**src/rtl/shmbox_pkg.sv**
```systemverilog
package shmbox_pkg;
  localparam int MB_SLOTS    = 8;
  localparam int WIN_SHIFT   = 15;
  localparam int FIRST_WIN   = 2;
  localparam logic [31:0] OFF_ENABLE = 32'h0000_0100;
  localparam logic [31:0] OFF_STATUS = 32'h0000_0304;
  localparam logic [31:0] OFF_SIZING = 32'h0000_0380;

  // Byte address of mailbox slot i
  function automatic logic [31:0] mb_base(input int i);
    return 32'h0001_0000 + 32'(i) * 32'h0000_8000;
  endfunction

  // One bit per built mailbox
  function automatic logic [MB_SLOTS-1:0] built_mask(input int count);
    logic [MB_SLOTS-1:0] m;
    m = '0;
    for (int i = 0; i < MB_SLOTS; i++)
      if (i < count) m[i] = 1'b1;
    return m;
  endfunction
endpackage

```
**src/rtl/shmbox_decode.sv**
```systemverilog
module shmbox_decode
  import shmbox_pkg::*;
#(
  parameter int ADDR_W   = 20,
  parameter int MB_COUNT = 8
) (
  input  logic [ADDR_W-1:0]   addr,
  output logic                hit_enable,
  output logic                hit_status,
  output logic                hit_sizing,
  output logic [MB_SLOTS-1:0] hit_mb
);
  localparam int HI_W = ADDR_W - WIN_SHIFT;

  logic              low_clear;
  logic [HI_W-1:0]   win_no;

  assign low_clear  = (addr[WIN_SHIFT-1:0] == '0);
  assign win_no     = addr[ADDR_W-1:WIN_SHIFT];
  assign hit_enable = (addr == ADDR_W'(OFF_ENABLE));
  assign hit_status = (addr == ADDR_W'(OFF_STATUS));
  assign hit_sizing = (addr == ADDR_W'(OFF_SIZING));

  for (genvar g = 0; g < MB_SLOTS; g++) begin : g_win
    if (g < MB_COUNT) begin : g_built
      assign hit_mb[g] = low_clear && (win_no == HI_W'(g + FIRST_WIN));
    end else begin : g_absent
      assign hit_mb[g] = 1'b0;
    end
  end
endmodule

```
**src/rtl/shmbox_slot.sv**
```systemverilog
module shmbox_slot #(
  parameter int DATA_W = 32
) (
  input  logic              clk,
  input  logic              rst,
  input  logic              wr,
  input  logic [DATA_W-1:0] wdata,
  output logic [DATA_W-1:0] word_q
);
  always_ff @(posedge clk) begin
    if (rst)
      word_q <= '0;
    else if (wr)
      word_q <= wdata;
  end
endmodule

```
**src/rtl/shmbox_irq.sv**
```systemverilog
module shmbox_irq
  import shmbox_pkg::*;
#(
  parameter int MB_COUNT = 8
) (
  input  logic                  clk,
  input  logic                  rst,
  input  logic                  en_wr,
  input  logic [31:0]           wdata,
  input  logic [MB_SLOTS-1:0]   full_vec,
  output logic [2*MB_SLOTS-1:0] en_q,
  output logic [2*MB_SLOTS-1:0] status,
  output logic                  irq_q
);
  localparam logic [MB_SLOTS-1:0]   BUILT  = built_mask(MB_COUNT);
  localparam logic [2*MB_SLOTS-1:0] EN_MSK = {BUILT, BUILT};

  assign status = {full_vec & BUILT, ~full_vec & BUILT};

  always_ff @(posedge clk) begin
    if (rst) begin
      en_q  <= '0;
      irq_q <= 1'b0;
    end else begin
      if (en_wr)
        en_q <= wdata[2*MB_SLOTS-1:0] & EN_MSK;
      irq_q <= |(status & en_q);
    end
  end
endmodule

```
**src/rtl/shmbox_bank.sv**
```systemverilog
module shmbox_bank
  import shmbox_pkg::*;
#(
  parameter int ADDR_W   = 20,
  parameter int MB_COUNT = 8
) (
  input  logic              clk,
  input  logic              rst,
  input  logic [ADDR_W-1:0] bus_addr,
  input  logic [31:0]       bus_wdata,
  input  logic              bus_we,
  input  logic              bus_re,
  output logic [31:0]       bus_rdata,
  output logic              irq_out
);
  logic                  hit_enable, hit_status, hit_sizing;
  logic [MB_SLOTS-1:0]   hit_mb;
  logic [31:0]           mb_word [MB_SLOTS];
  logic [MB_SLOTS-1:0]   full_vec;
  logic [2*MB_SLOTS-1:0] irq_en;
  logic [2*MB_SLOTS-1:0] irq_status;
  logic [31:0]           rd_next;

  shmbox_decode #(.ADDR_W(ADDR_W), .MB_COUNT(MB_COUNT)) u_dec (
    .addr       (bus_addr),
    .hit_enable (hit_enable),
    .hit_status (hit_status),
    .hit_sizing (hit_sizing),
    .hit_mb     (hit_mb)
  );

  for (genvar g = 0; g < MB_SLOTS; g++) begin : g_mb
    if (g < MB_COUNT) begin : g_built
      shmbox_slot #(.DATA_W(32)) u_slot (
        .clk    (clk),
        .rst    (rst),
        .wr     (bus_we && hit_mb[g]),
        .wdata  (bus_wdata),
        .word_q (mb_word[g])
      );
    end else begin : g_absent
      assign mb_word[g] = '0;
    end
    assign full_vec[g] = mb_word[g][31];
  end

  shmbox_irq #(.MB_COUNT(MB_COUNT)) u_irq (
    .clk      (clk),
    .rst      (rst),
    .en_wr    (bus_we && hit_enable),
    .wdata    (bus_wdata),
    .full_vec (full_vec),
    .en_q     (irq_en),
    .status   (irq_status),
    .irq_q    (irq_out)
  );

  always_comb begin
    rd_next = '0;
    if (hit_enable) rd_next = 32'(irq_en);
    if (hit_status) rd_next = 32'(irq_status);
    if (hit_sizing) rd_next = 32'(MB_COUNT) & 32'h0000_000f;
    for (int i = 0; i < MB_SLOTS; i++)
      if (hit_mb[i]) rd_next = rd_next | mb_word[i];
  end

  always_ff @(posedge clk) begin
    if (rst)
      bus_rdata <= '0;
    else if (bus_re)
      bus_rdata <= rd_next;
  end
endmodule

```
**config.mk**
```make
export PLATFORM = sky130hd
export DESIGN_NAME = shmbox_bank
export DESIGN_NICKNAME = d
export VERILOG_FILES = /design/src/rtl/shmbox_pkg.sv /design/src/rtl/shmbox_decode.sv /design/src/rtl/shmbox_slot.sv /design/src/rtl/shmbox_irq.sv /design/src/rtl/shmbox_bank.sv
export SDC_FILE = /design/constraint.sdc
export NUM_CORES = 1
export LEC_CHECK = 0
export CAP_MARGIN = 25
export CORE_MARGIN = 2
export CORE_UTILIZATION = 35
export CTS_CLUSTER_DIAMETER = 60
export DETAILED_ROUTE_END_ITERATION = 6
export GPL_ROUTABILITY_DRIVEN = 0
export GPL_TIMING_DRIVEN = 0
export PLACE_DENSITY = 0.63
export SLEW_MARGIN = 10
export SYNTH_ARGS = -nofsm -noshare
export SYNTH_HDL_FRONTEND = slang
export SYNTH_SLANG_ARGS = --single-unit
```
**constraint.sdc**
```tcl
create_clock -name clk -period 3.4 [get_ports clk]
set_clock_uncertainty 0.15 [all_clocks]
set_input_delay 0.34 -clock clk [delete_from_list [all_inputs] [get_ports clk]]
set_output_delay 0.34 -clock clk [all_outputs]
set_load 0.01 [all_outputs]
```
==> flow_metrics.env <==
export IMPL_status="complete, but fails checks"
export IMPL_violations="DRC, setup timing"
export IMPL_die_w_um=201
export IMPL_end_kind="flip-flop"
export IMPL_rsz0062_at_grt="false"
export IMPL_fillers=3907
export IMPL_cts_buffers=31
export IMPL_antenna_left=0
export IMPL_portBuffers=53
export IMPL_grt_usage_pct=26.6
export IMPL_ioPinCount=89
export IMPL_synth_nets=1704
export IMPL_critPathSlowestCell="clkdlybuf4s15_2"
export IMPL_wl_mm=56.1
export IMPL_synth_common_cells="nand2_1 (397), dfxtp_1 (305), a21oi_1 (192)"
export IMPL_fin_cells=2304
export IMPL_critPathRequiredTime_ps=3670
export IMPL_multi_input_area_mm2=0.00680
export IMPL_grt_max_degree=15
export IMPL_clock_sinks=305
export IMPL_path_max_fanout=10
export IMPL_firstDrtPassIters=7
export IMPL_synth_largest_area_cell="dfxtp_1"
export IMPL_vias=13371
export IMPL_setup_viol=22
export IMPL_hp_start="bus_wdata[7]"
export IMPL_max_freq_ghz=0.291
export IMPL_die_y_um=201
export IMPL_yosysSeqAreaShare_pct=44.7
export IMPL_seqCellArea_mm2=0.00611
export IMPL_post_route_min_period_ps=3430
export IMPL_yosysWarnings=0
export IMPL_p_leak_nw=5.43
export IMPL_insertion_delay_ps=580
export IMPL_grt_pass1_wl_mm=81.7
export IMPL_antenna_found_initial=0
export IMPL_grt_pass1_vias=12542
export IMPL_critPathLaunchType="primary input"
export IMPL_worstRegToRegCells=5
export IMPL_drive_gt1_share_pct=10.2
export IMPL_clockBufferDepth=3
export IMPL_arrival_ps=3700
export IMPL_worstMarginPinSlew_ps=1060
export IMPL_syn_area_mm2=0.0136
export IMPL_design_area_mm2=0.0162
export IMPL_slew_viol_final=0
export IMPL_ys_top_cells_by_area="dfxtp_1 (45%), nand2_1 (11%), mux2i_1 (8.1%)"
export IMPL_whs_path_depth=3
export IMPL_cts_tree="yes"
export IMPL_root_buffer="clkbuf_16"
export IMPL_synth_distinct_cells=66
export IMPL_dp_cells=2224
export IMPL_dieArea_mm2=0.0406
export IMPL_pre_cts_ws_ps=-950
export IMPL_clk_pin_slew_ps=60
export IMPL_cellPowerDensity_mw_per_mm2=474
export IMPL_r2r_end="bus_rdata[21]"
export IMPL_synth_most_common_cell="nand2_1"
export IMPL_yosysTopAreaCellShare_pct=44.7
export IMPL_worstSetupPathType="primary input to flip-flop"
export IMPL_nNetsFinal=1818
export IMPL_hold_violations=0
export IMPL_syn_avg_cell_area_um2=8.28
export IMPL_htreeDepth=1
export IMPL_drc=9
export IMPL_rows=72
export IMPL_crit_top_cell="clkbuf_1"
export IMPL_synth_edff_count=0
export IMPL_final_period_utilization_pct=101
export IMPL_critPathMaxStageDelay_ps=590
export IMPL_grt_overflow=0
export IMPL_hp_class="primary input to flip-flop"
export IMPL_synthFlopType="dfxtp_1"
export IMPL_avgRoutedWirePerCell_um=24.4
export IMPL_hold_ws_ps=0.470
export IMPL_synthCells=1648
export IMPL_via_per_inst=5.80
export IMPL_area_delta_synth_final_pct=19.0
export IMPL_drt_initial_drc_count=2021
export IMPL_core_mm2=0.0386
export IMPL_start_util_pct=35.4
export IMPL_dpl_hpwl_mm=39.7
export IMPL_yosys_register_bits=305
export IMPL_dpl_instance_area_mm2=0.0149
export IMPL_hold_path_endpoint="g_mb[5].g_built.u_slot.word_q[7]"
export IMPL_r2r_slack_ps=1460
export IMPL_worst_slack_ps=-33.8
export IMPL_crit_chain="clkdlybuf4s50_1, clkbuf_1, nor2b_1, clkbuf_1, clkdlybuf4s15_2, nand4_1, clkbuf_1, nand2_1, a21oi_1"
export IMPL_peakVddDrop_mv=0.373
export IMPL_rr_startpoint="g_mb[6].g_built.u_slot.word_q[21]"
export IMPL_cap_violations=0
export IMPL_async_reset_ff_share_pct=0
export IMPL_timing_slew_headroom_pct=28.6
-- per-layer routing --
| layer | up-vias | global-route usage [%] | share of wire, % |
|---|---|---|---|
| met5 | - | 0 | 0 |
| met4 | 0 | 12.5 | 5.3 |
| met3 | 225 | 5.88 | 12 |
| met2 | 879 | 40.8 | 43 |
| met1 | 6300 | 35.6 | 40 |
| li1 | 5967 | - | - |
-- flip-flops by register name (all words and copies together), names as in the netlist --
register	cells
g_mb.g_built.u_slot.word_q	256
bus_rdata	32
u_irq.en_q	16
u_irq.irq_q	1
-- power by group --
group	switching (W)	leakage (nW)	total, W	internal [W]
combinational	0.000374	2.44	0.000529	0.000155
clock	0.00151	0.526	0.00356	0.00205
sequential	0.0000145	2.46	0.00360	0.00359
total	0.00190	5.43	0.00770	0.00579
-- area by class of cell --
class / instances / area share (%)
sequential: 305 / 37.6
buffer: 166 / 4.68
antenna: 1 / 0.0154
clock inverter: 17 / 1.10
inverter: 6 / 0.139
timing repair buffer: 84 / 5.18
multi-input combinational: 1168 / 41.9
clock buffer: 39 / 5.39
tap: 518 / 3.99
-- layout by cell type (no fill, tap or decap), drive strengths merged, types with 4 or more instances in the layout --
master         Yosys  final
a211oi            22     22
a21o               8      8
a21oi            192    192
a221o              6      6
a221oi            11     11
a222oi            11     11
a22o              19     19
a22oi             12     12
a311oi            11     11
a31oi              9      9
and2               4      4
and3              13     13
and4               7      7
buf               62     65
clkbuf           107    144
clkdlybuf4s50      0     53
clkinv             0     10
dfxtp            305    305
dlygate4sd3        0     25
inv                6      8
mux2              37     37
mux2i            110    110
nand2            397    397
nand3             23     23
nand3b             8      8
nand4             16     16
nor2             128    128
nor2b              9      9
nor3              11     11
nor4              15     15
o21ai             16     16
o21bai             9      9
o41ai              6      6
or3                5      5
or4                6      6
-- how the worst max path moves through the flow --
stage                 start                               end  slack (ps)  cells after the start
2_1_floorplan  bus_addr[11]  g_mb[1].g_built.u_slot.word_q[2]         590                      8
3_3_place_gp   bus_addr[17]  g_mb[2].g_built.u_slot.word_q[4]       -1930                      9
3_5_place_dp   bus_addr[17]  g_mb[2].g_built.u_slot.word_q[1]        -950                     10
4_1_cts        bus_addr[15]                      bus_rdata[7]          20                      9
5_1_grt        bus_addr[11]                      bus_rdata[0]           5                      9
6_report       bus_addr[15]  g_mb[4].g_built.u_slot.word_q[2]         -30                      9
-- worst max-delay path, delay by kind of cell --
kind / cells / cell delay [ps]
AND/OR/NAND/NOR: 3 / 850
buffers and inverters: 5 / 2420
AO/OA/AOI/OAI: 1 / 70
-- cells by family (layout without fill, tap and decap cells) --
| group | after synthesis | after routing | share of synthesized area, % |
|---|---|---|---|
| multiplexers | 147 | 147 | 11.1 |
| other | 0 | 1 | 0 |
| AND/OR/NAND/NOR | 659 | 659 | 21.2 |
| buffers and inverters | 175 | 312 | 5.68 |
| flip-flops | 305 | 305 | 44.7 |
| AO/OA/AOI/OAI | 362 | 362 | 17.2 |
-- timing repair --
item	in CTS	in global routing
setup endpoints to repair	100	111
gates resized for setup	9	11
hold buffers	25	0
hold endpoints to repair	112	0
pin swaps	0	1
setup buffers	0	1
-- per-stage QoR --
step                      util (%)  total power, W  setup TNS, ps
after global routing          42.1         0.00785              0
after floorplan                  -         0.00391              0
after CTS                     42.0         0.00768              0
final                         42.1         0.00770           -286
after global placement        38.5         0.00416        -204230
after detailed placement      38.6         0.00417        -136210
Power figures use the tool's default switching activity.
